<file path="config.mk">
export PLATFORM = sky130hd
export DESIGN_NAME = led_gate
export DESIGN_NICKNAME = d
export VERILOG_FILES = /design/src/rtl/led_gate_pkg.sv /design/src/rtl/led_gate_ctrl.sv /design/src/rtl/led_gate_dp.sv /design/src/rtl/led_gate.sv
export SDC_FILE = /design/constraint.sdc
export NUM_CORES = 1
export LEC_CHECK = 0
export ABC_AREA = 1
export CAP_MARGIN = 10
export CORE_MARGIN = 4
export CORE_UTILIZATION = 40
export CTS_CLUSTER_SIZE = 30
export DETAILED_ROUTE_END_ITERATION = 8
export HOLD_SLACK_MARGIN = 0.06
export PLACE_DENSITY = 0.65
export SLEW_MARGIN = 20
export SYNTH_ARGS = -nofsm -noshare
export SYNTH_HDL_FRONTEND = slang
export SYNTH_SLANG_ARGS = --single-unit
</file>
<file path="constraint.sdc">
create_clock -name clk -period 3.2 [get_ports clk]
set_input_delay 0.96 -clock clk [delete_from_list [all_inputs] [get_ports clk]]
set_output_delay 0.96 -clock clk [all_outputs]
set_load 0.05 [all_outputs]
</file>
<file path="src/rtl/led_gate_pkg.sv">
package led_gate_pkg;
  // Strobes sent by the control to the datapath each cycle.
  typedef struct packed {
    logic bitRise;    // a data bit started this cycle
    logic groupDone;  // this bit completes a whole LED group
    logic clearCnt;   // restart the LED count
  } gateStrobes_t;
endpackage

</file>
<file path="src/rtl/led_gate_ctrl.sv">
module led_gate_ctrl
  import led_gate_pkg::*;
#(
  parameter int BITS_PER_LED = 24
) (
  input  logic         clk,
  input  logic         rstN,
  input  logic         dataIn,
  input  logic         idlePulse,
  input  logic         lineRstN,
  output gateStrobes_t strobes
);
  localparam int BIT_W = $clog2(BITS_PER_LED);
  localparam logic [BIT_W-1:0] LAST_BIT = BIT_W'(BITS_PER_LED - 1);

  logic             dataPrev;
  logic [BIT_W-1:0] bitCnt;
  logic             clearNow;
  logic             riseNow;

  assign clearNow = idlePulse || !lineRstN;
  assign riseNow  = dataIn && !dataPrev;

  always_ff @(posedge clk or negedge rstN) begin
    if (!rstN) begin
      dataPrev <= 1'b0;
    end else begin
      dataPrev <= dataIn;
    end
  end

  // Position of the next bit within the current LED group.
  always_ff @(posedge clk or negedge rstN) begin
    if (!rstN) begin
      bitCnt <= '0;
    end else if (clearNow) begin
      bitCnt <= '0;
    end else if (riseNow) begin
      if (bitCnt == LAST_BIT) bitCnt <= '0;
      else                    bitCnt <= bitCnt + BIT_W'(1);
    end
  end

  always_comb begin
    strobes.clearCnt  = clearNow;
    strobes.bitRise   = riseNow && !clearNow;
    strobes.groupDone = riseNow && !clearNow && (bitCnt == LAST_BIT);
  end
endmodule

</file>
<file path="src/rtl/led_gate_dp.sv">
module led_gate_dp
  import led_gate_pkg::*;
#(
  parameter int CNT_W = 5
) (
  input  logic             clk,
  input  logic             rstN,
  input  logic             dataIn,
  input  logic             lineRstN,
  input  logic [CNT_W-1:0] delayStrap,
  input  gateStrobes_t     strobes,
  output logic [CNT_W-1:0] ledCnt,
  output logic             enable,
  output logic             delayedOut
);
  localparam logic [CNT_W-1:0] CNT_MAX = {CNT_W{1'b1}};

  logic matchQ;

  // Number of completed LED groups, held at the maximum.
  always_ff @(posedge clk or negedge rstN) begin
    if (!rstN) begin
      ledCnt <= '0;
    end else if (strobes.clearCnt) begin
      ledCnt <= '0;
    end else if (strobes.groupDone && (ledCnt != CNT_MAX)) begin
      ledCnt <= ledCnt + CNT_W'(1);
    end
  end

  // Registered compare so that counter transitions cannot glitch the latch.
  always_ff @(posedge clk or negedge rstN) begin
    if (!rstN) matchQ <= 1'b0;
    else       matchQ <= (ledCnt == delayStrap);
  end

  // Enable latch: preset for a zero strap while idle, armed only with data low.
  always_ff @(posedge clk or negedge rstN) begin
    if (!rstN) begin
      enable <= 1'b0;
    end else if (!lineRstN) begin
      enable <= (delayStrap == '0);
    end else if (!dataIn && matchQ) begin
      enable <= 1'b1;
    end
  end

  assign delayedOut = dataIn && enable;
endmodule

</file>
<file path="src/rtl/led_gate.sv">
module led_gate
  import led_gate_pkg::*;
#(
  parameter int BITS_PER_LED = 24,
  parameter int CNT_W        = 5
) (
  input  logic             clk,
  input  logic             rstN,
  input  logic             dataIn,
  input  logic             idlePulse,
  input  logic             lineRstN,
  input  logic [CNT_W-1:0] delayStrap,
  output logic             directOut,
  output logic             delayedOut
);
  gateStrobes_t     strobes;
  logic [CNT_W-1:0] ledCnt;
  logic             enable;

  led_gate_ctrl #(.BITS_PER_LED(BITS_PER_LED)) u_ctrl (
    .clk       (clk),
    .rstN      (rstN),
    .dataIn    (dataIn),
    .idlePulse (idlePulse),
    .lineRstN  (lineRstN),
    .strobes   (strobes)
  );

  led_gate_dp #(.CNT_W(CNT_W)) u_dp (
    .clk        (clk),
    .rstN       (rstN),
    .dataIn     (dataIn),
    .lineRstN   (lineRstN),
    .delayStrap (delayStrap),
    .strobes    (strobes),
    .ledCnt     (ledCnt),
    .enable     (enable),
    .delayedOut (delayedOut)
  );

  assign directOut = dataIn;
endmodule

</file>
### Word level (Yosys, flattened, before mapping)

Cells that the tools add are included.
W data, S select, Z words.

| operators by class | value |
|---|---|
| add/sub/neg operators | 2 |
| equality and inequality tests | 4 |
| mux-type cells | 7 |
| reduce and logical (&&, ||, !) cells | 14 |

Operators by type and width:

| operator | number |
|---|---|
| $mux W5 | 5 |
| $add A5 B1 Y5 const B | 2 |
| $logic_and A1 B1 Y1 | 6 |
| $eq A5 B5 Y1 | 1 |
| $eq A5 B5 Y1 const B | 1 |
| $logic_not A5 Y1 | 1 |
| $ne A5 B5 Y1 const B | 1 |
| $logic_not A1 Y1 | 4 |
| $reduce_bool A2 Y1 | 2 |
| $mux W1 | 2 |
| $ne A2 B1 Y1 const B | 1 |
| $logic_or A1 B1 Y1 | 1 |

| word-level totals | value |
|---|---|
| register bits after elaboration | 13 |

### Longest topological paths before layout

Gate-level depths: netlist (run 1).

| logic depth | value |
|---|---|
| word-level depth | 8 |
| mapped depth | 9 |
| gate-level depth less buffers | 9 |

### Modules after synthesis

A second synthesis (run 1) with hierarchy kept.

| unflattened totals | value |
|---|---|
| cells, all modules | 106 |
| area total of the unflattened synthesis | 804.5 µm² |

Modules (own cells, without submodules):

| module | times used | cells an instance | area an instance (µm²) | seq. area each (µm²) |
|---|---|---|---|---|
| led_gate_dp | 1 | 55 | 422.9 | 175.2 |
| led_gate_ctrl | 1 | 50 | 374.1 | 150.1 |
| led_gate | 1 | 1 | 7.5 | 0.0 |

### Worst setup path after synthesis (run 1)

Ideal clock, no wire load.

| path | value |
|---|---|
| kind | in2out |
| from | input port dataIn |
| to | output port delayedOut |
| arrival | 1297 ps |
| required time | 2240 ps |
| slack | 943 ps |
| stages | 2 |
| cell sequence | nand2_1 > inv_1 |

| on the way | value |
|---|---|
| cells in the longest elaborated chain, start to end | 1 |

Ends and longest elaborated chain:

| item | RTL line | text |
|---|---|---|
| start: declaration | led_gate.sv:9 | `input logic dataIn,` |
| $logic_and A1 B1 Y1 | led_gate_dp.sv:48 | `assign delayedOut = dataIn && enable;` |
| end: declaration | led_gate.sv:14 | `output logic delayedOut` |

No other way between the ends.

### Final worst setup path (run 1)

Ends and elaborated chain as after synthesis.

==> out/results.ini, run 1 <==
[setup_path]
cp_slowest_cell=clkdlybuf4s50_1
cp_max_fo=5
critPathTopFamily=buffers and inverters
arrival_ns=1.86
cp_num_buf_inv=3
end_kind=primary output
crit_chain=clkdlybuf4s50_1 -> nand2_1 -> inv_1 -> buf_12
crit_type=input pin to primary output
slowest_delay_ns=0.60
timing.rr.start=u_dp.ledCnt[0]$_DFFE_PN0P_
start_kind=input pin
crit_start=dataIn
critPathRequiredTime_ns=2.24

[synth]
ys_ff_latch=13
synthSimpleGateAreaFrac=0.367
avgSynthCellArea_um2=7.70
synthMuxAreaShare=0
ys_types=20
yosysTopAreaCell=dfrtp_1
syn_nets=118
synthFlopType=dfrtp_1
synth.area.top_cells=dfrtp_1 40%, nand2_1 13%, nand3_1 8.7%
synth_top_area_share=0.402
yosysSeqAreaShare=0.402
postSynth.asyncResetShare=1.00
syn_inst=105
synth-compound-area-share=0.0248
synthXorXnorAreaFrac=0.0650
netlist_area_um2=808
yosys_warnings=0
synth_top_family_by_area=simple AND/OR/NAND/NOR gates
synth_fa_ha_area_frac=0.0464
synth_edf_count=0

[drt]
dr.pass1.iters=4
antenna_left=0
via_per_inst=4.73
wl_um=1510
drc=0
vias=667
drt_iter0_markers=7
drt-wirelength-per-cell_um=10.7

[cts]
cts_setup_buffers=0
root_buffer=clkbuf_4
clk_pin_slew_worst_paths_ns=0.08
cts_resized=0
cts_tree=built
clkLatencyLatePin_ns=0.28
cts_htree_levels=1
holdBufCountCts=0
clockBufferDepth=2
cts_buffers=3
numClockSinks=13

[floorplan]
boundaryPins=12
dieHeight_um=53.0
std_cell_rows=15
start_util=0.444
core-area_um2=1820
die_x_um=53.0
dieArea_um2=2800

[sta]
setup_viol=0
worst_slew_pin_slew_ns=0.599
min_period_ns=2.82
drv_slew=0
finClkSkew_ns=0.00557
relSlewSlack=0.599
fin_crit_sh=0.883
fin_tns_setup_ns=0
max_freq_mhz=354
rsz0062_at_grt=no
hold_violations=0
worst_slack_ns=0.375

[placed_design]
globalplace.congestion=0.779
place_area_um2=942
dp_slack_ns=0.373
portBuffers=11
place_inst=137
hpwl_um=1180

[grt]
grt_overflow_total=0
antenna_found_initial=0
grt_pass1_vias=650
grt_max_degree=14
grt_pass1_wl_um=2640
track_usage=0.130

[cells_and_area]
fin_cells=141
antenna_cells=0
final_nets=130
final_cell_mix=28 x nand2_1, 14 x nand3_1, 13 x dfrtp_1, 9 x inv_1, 9 x clkdlybuf4s50_1
syn_to_final_growth_pct=19.8
layout_commonest_cell=nand2_1
design_area_um2=968
nFillCells=183
drive_gt1_frac=0.129

[outcome]
outcome=completed

[hold_path]
min_path_type=flop to flop
worstHoldStart=u_ctrl.bitCnt[0]$_DFFE_PN0P_

[power]
powerDensity_nw_per_um2=320
power_mw=0.310
power_leakage_nw=0.478
irDropWorstVdd_v=0.000165

[flow_run]
cap_violations=0

[per-stage QoR]
stage | utilization | hold slack, ns
finish | 0.532 | 0.537
global route | 0.532 | 0.568
CTS | 0.532 | 0.545
detailed placement | 0.518 | 0.528
global placement | 0.518 | 0.519
floorplan | - | 0.493
[cell usage after synthesis (2+ instances only)]
master   instances
dfrtp_1         13
inv_2            4
buf_4            3
xnor2_1          5
nor2_4           2
nor2_2           2
nand2_1         28
nand3_1         14
inv_1            9
nand4_1          6
nor2_1           7
ha_1             3
o21ai_1          2
[sequential cells by signal (all words and copies together), names as in the netlist]
signal           flops
u_ctrl.bitCnt        5
u_ctrl.dataPrev      1
u_dp.enable          1
u_dp.ledCnt          5
u_dp.matchQ          1
[worst paths after layout]
check	to	slack (ns)	cells after the start
min	u_ctrl.bitCnt[0]$_DFFE_PN0P_	0.54	1
max in group asynchronous	u_ctrl.bitCnt[0]$_DFFE_PN0P_	1.75	1
min reg2reg	u_ctrl.bitCnt[0]$_DFFE_PN0P_	0.54	1
max reg2reg	u_dp.ledCnt[3]$_DFFE_PN0P_	1.62	8
max	delayedOut	0.38	4
min in group asynchronous	u_dp.enable$_DFFE_PN0P_	1.05	1
[power by group]
group	switching [mW]	internal, mW	total [mW]
clock	0.0552	0.0484	0.104
sequential	0.00175	0.166	0.168
combinational	0.0202	0.0184	0.0386
total	0.0771	0.233	0.310
[area by class of cell]
class                           count  area (um^2)  area share
Tap cell                           25         31.3      0.0323
Multi-Input combinational cell     75          407       0.420
Timing Repair Buffer               11          130       0.134
Sequential cell                    13          325       0.336
Clock buffer                        4         26.3      0.0271
Inverter                           13         48.8      0.0504
[cell families (layout without fill, tap and decap cells)]
group,count (synthesis),in the layout
XOR/XNOR,6,6
AO/OA/AOI/OAI,4,4
AND/OR/NAND/NOR,62,62
flip-flops,13,13
adder cells (fa/ha/maj),3,3
buffers and inverters,17,28
[layer usage]
metal / global-route usage / vias to the layer above / wire length (um)
met4: 0.0681 / 0 / 21
met1: 0.161 / 293 / 740
met2: 0.202 / 14 / 647
met3: 0.0366 / 4 / 98
li1: - / 356 / -
met5: 0 / - / 0
Note: power is estimated with default switching activity, not from simulation.
==> run 2: changes to the inputs <==
Settings changed: CTS_BUF_LIST from default to sky130_fd_sc_hd__clkbuf_8 sky130_fd_sc_hd__clkbuf_16.
==> run 2 against run 1 <==
  * Setup slack is essentially flat
  * First-iteration DRC count grew 14%
  * Register-to-register slack is essentially flat
  * Clock skew shrank 0.0040 ns
  * Global-route usage shrank 0.24 points
  * Sequential share of layout area shrank 0.64 points
  * Core utilization grew 1.0 points
  * Critical path type unchanged
==> out/results.ini, run 2 (synthesis gave the netlist of run 1 again) <==
[floorplan]
start_util=0.444  ; unchanged
dieArea_um2=2800  ; unchanged
die_x_um=53.0  ; unchanged
dieHeight_um=53.0  ; unchanged
std_cell_rows=15  ; unchanged
core-area_um2=1820  ; unchanged
boundaryPins=12  ; unchanged

[power]
power_leakage_nw=0.490  ; +2.5%
irDropWorstVdd_v=0.000280  ; +70%
powerDensity_nw_per_um2=352  ; +10%
power_mw=0.348  ; +12%

[drt]
drt-wirelength-per-cell_um=10.5  ; -1.5%
drt_iter0_markers=8  ; +1
dr.pass1.iters=4  ; unchanged
drc=0  ; unchanged
vias=661  ; -0.90%
via_per_inst=4.69  ; -0.90%
wl_um=1490  ; -1.5%
antenna_left=0  ; unchanged

[setup_path]
cp_slowest_cell=clkdlybuf4s50_1
slowest_delay_ns=0.60  ; about the same
critPathTopFamily=buffers and inverters
cp_num_buf_inv=3  ; unchanged
start_kind=input pin
crit_chain=clkdlybuf4s50_1 -> nand2_1 -> inv_1 -> buf_12
arrival_ns=1.86  ; about the same
critPathRequiredTime_ns=2.24  ; about the same
cp_max_fo=5  ; unchanged
end_kind=primary output
crit_type=input pin to primary output

[cells_and_area]
fin_cells=141  ; unchanged
drive_gt1_frac=0.129  ; unchanged
final_util=0.542  ; +0.0103
antenna_cells=0  ; unchanged
syn_to_final_growth_pct=22.1
reg.largest.list=u_ctrl.bitCnt: 5 flops, u_dp.ledCnt: 5 flops
layout_commonest_cell=nand2_1
final_cell_mix=28 x nand2_1, 14 x nand3_1, 13 x dfrtp_1, 10 x inv_1, 9 x clkdlybuf4s50_1
design_area_um2=987  ; +1.9%
final_nets=130  ; unchanged

[placed_design]
portBuffers=11  ; unchanged
place_area_um2=942  ; unchanged
dp_slack_ns=0.373  ; unchanged
globalplace.congestion=0.779  ; unchanged
place_inst=137  ; unchanged
hpwl_um=1180  ; unchanged

[cts]
numClockSinks=13  ; unchanged
cts_buffers=3  ; unchanged
holdBufCountCts=0  ; unchanged
cts_tree=built
clockBufferDepth=2  ; unchanged
cts_setup_buffers=0  ; unchanged
root_buffer=clkbuf_8
clk_pin_slew_worst_paths_ns=0.05  ; -0.03 ns
cts_htree_levels=1  ; unchanged
clkLatencyLatePin_ns=0.24  ; -0.04 ns
cts_resized=0  ; unchanged

[sta]
max_freq_mhz=354  ; about the same
relSlewSlack=0.608  ; +0.00865
finClkSkew_ns=0.00154  ; -0.00404 ns
setup_viol=0  ; unchanged
fin_crit_sh=0.883  ; about the same
hold_violations=0  ; unchanged
rsz0062_at_grt=no
hold-worst-slack_ns=0.538  ; +0.000764 ns
worst_slack_ns=0.375  ; -0.0000200 ns
min_period_ns=2.82  ; +0.0000200 ns
drv_slew=0  ; unchanged
fin_tns_setup_ns=0  ; unchanged
worst_slew_pin_slew_ns=0.587  ; -0.0129 ns

[grt]
grt_pass1_vias=637  ; -2.0%
track_usage=0.127  ; -0.00237
grt_overflow_total=0  ; unchanged
grt_pass1_wl_um=2620  ; -0.76%
grt_max_degree=14  ; unchanged
antenna_found_initial=0  ; unchanged

[hold_path]
min_path_type=flop to flop

[flow_run]
cap_violations=0  ; unchanged

[outcome]
outcome=completed

==> run 2: path summary, 6_finish.rpt <==
check	endpoint	from	slack, ns	cells after the start
worst max-delay path	delayedOut	dataIn	0.38	4
worst min-delay path	u_ctrl.bitCnt[0]$_DFFE_PN0P_	u_ctrl.bitCnt[0]$_DFFE_PN0P_	0.54	1
worst max register to register	u_dp.ledCnt[3]$_DFFE_PN0P_	u_dp.ledCnt[0]$_DFFE_PN0P_	1.63	8
worst min register to register	u_ctrl.bitCnt[0]$_DFFE_PN0P_	u_ctrl.bitCnt[0]$_DFFE_PN0P_	0.54	1
max in group asynchronous	u_ctrl.bitCnt[0]$_DFFE_PN0P_	rstN	1.72	1
min in group asynchronous	u_ctrl.bitCnt[2]$_DFFE_PN0P_	rstN	1.10	1
==> run 2: metal layers <==
layer | global-route usage | part of all wire
met2 | 0.209 | 0.44
met1 | 0.163 | 0.48
met5 | 0 | 0
met4 | 0.0383 | 0.0040
met3 | 0.0338 | 0.075
==> run 2: area by class of cell <==
| cell class | instances | area (um^2) |
|---|---|---|
| clock buffer | 3 | 41.3 |
| multi-input combinational | 75 | 407 |
| sequential | 13 | 325 |
| fill | 181 | 833 |
| clock inverter | 1 | 3.75 |
| timing repair buffer | 11 | 130 |
| inverter | 13 | 48.8 |
| tap | 25 | 31.3 |
==> run 2: where the power goes <==
group          total (mW)  internal (mW)  leakage (nW)  switching [mW]
sequential          0.168          0.166         0.179         0.00177
combinational      0.0386         0.0184         0.284          0.0202
clock               0.141         0.0846        0.0269          0.0565
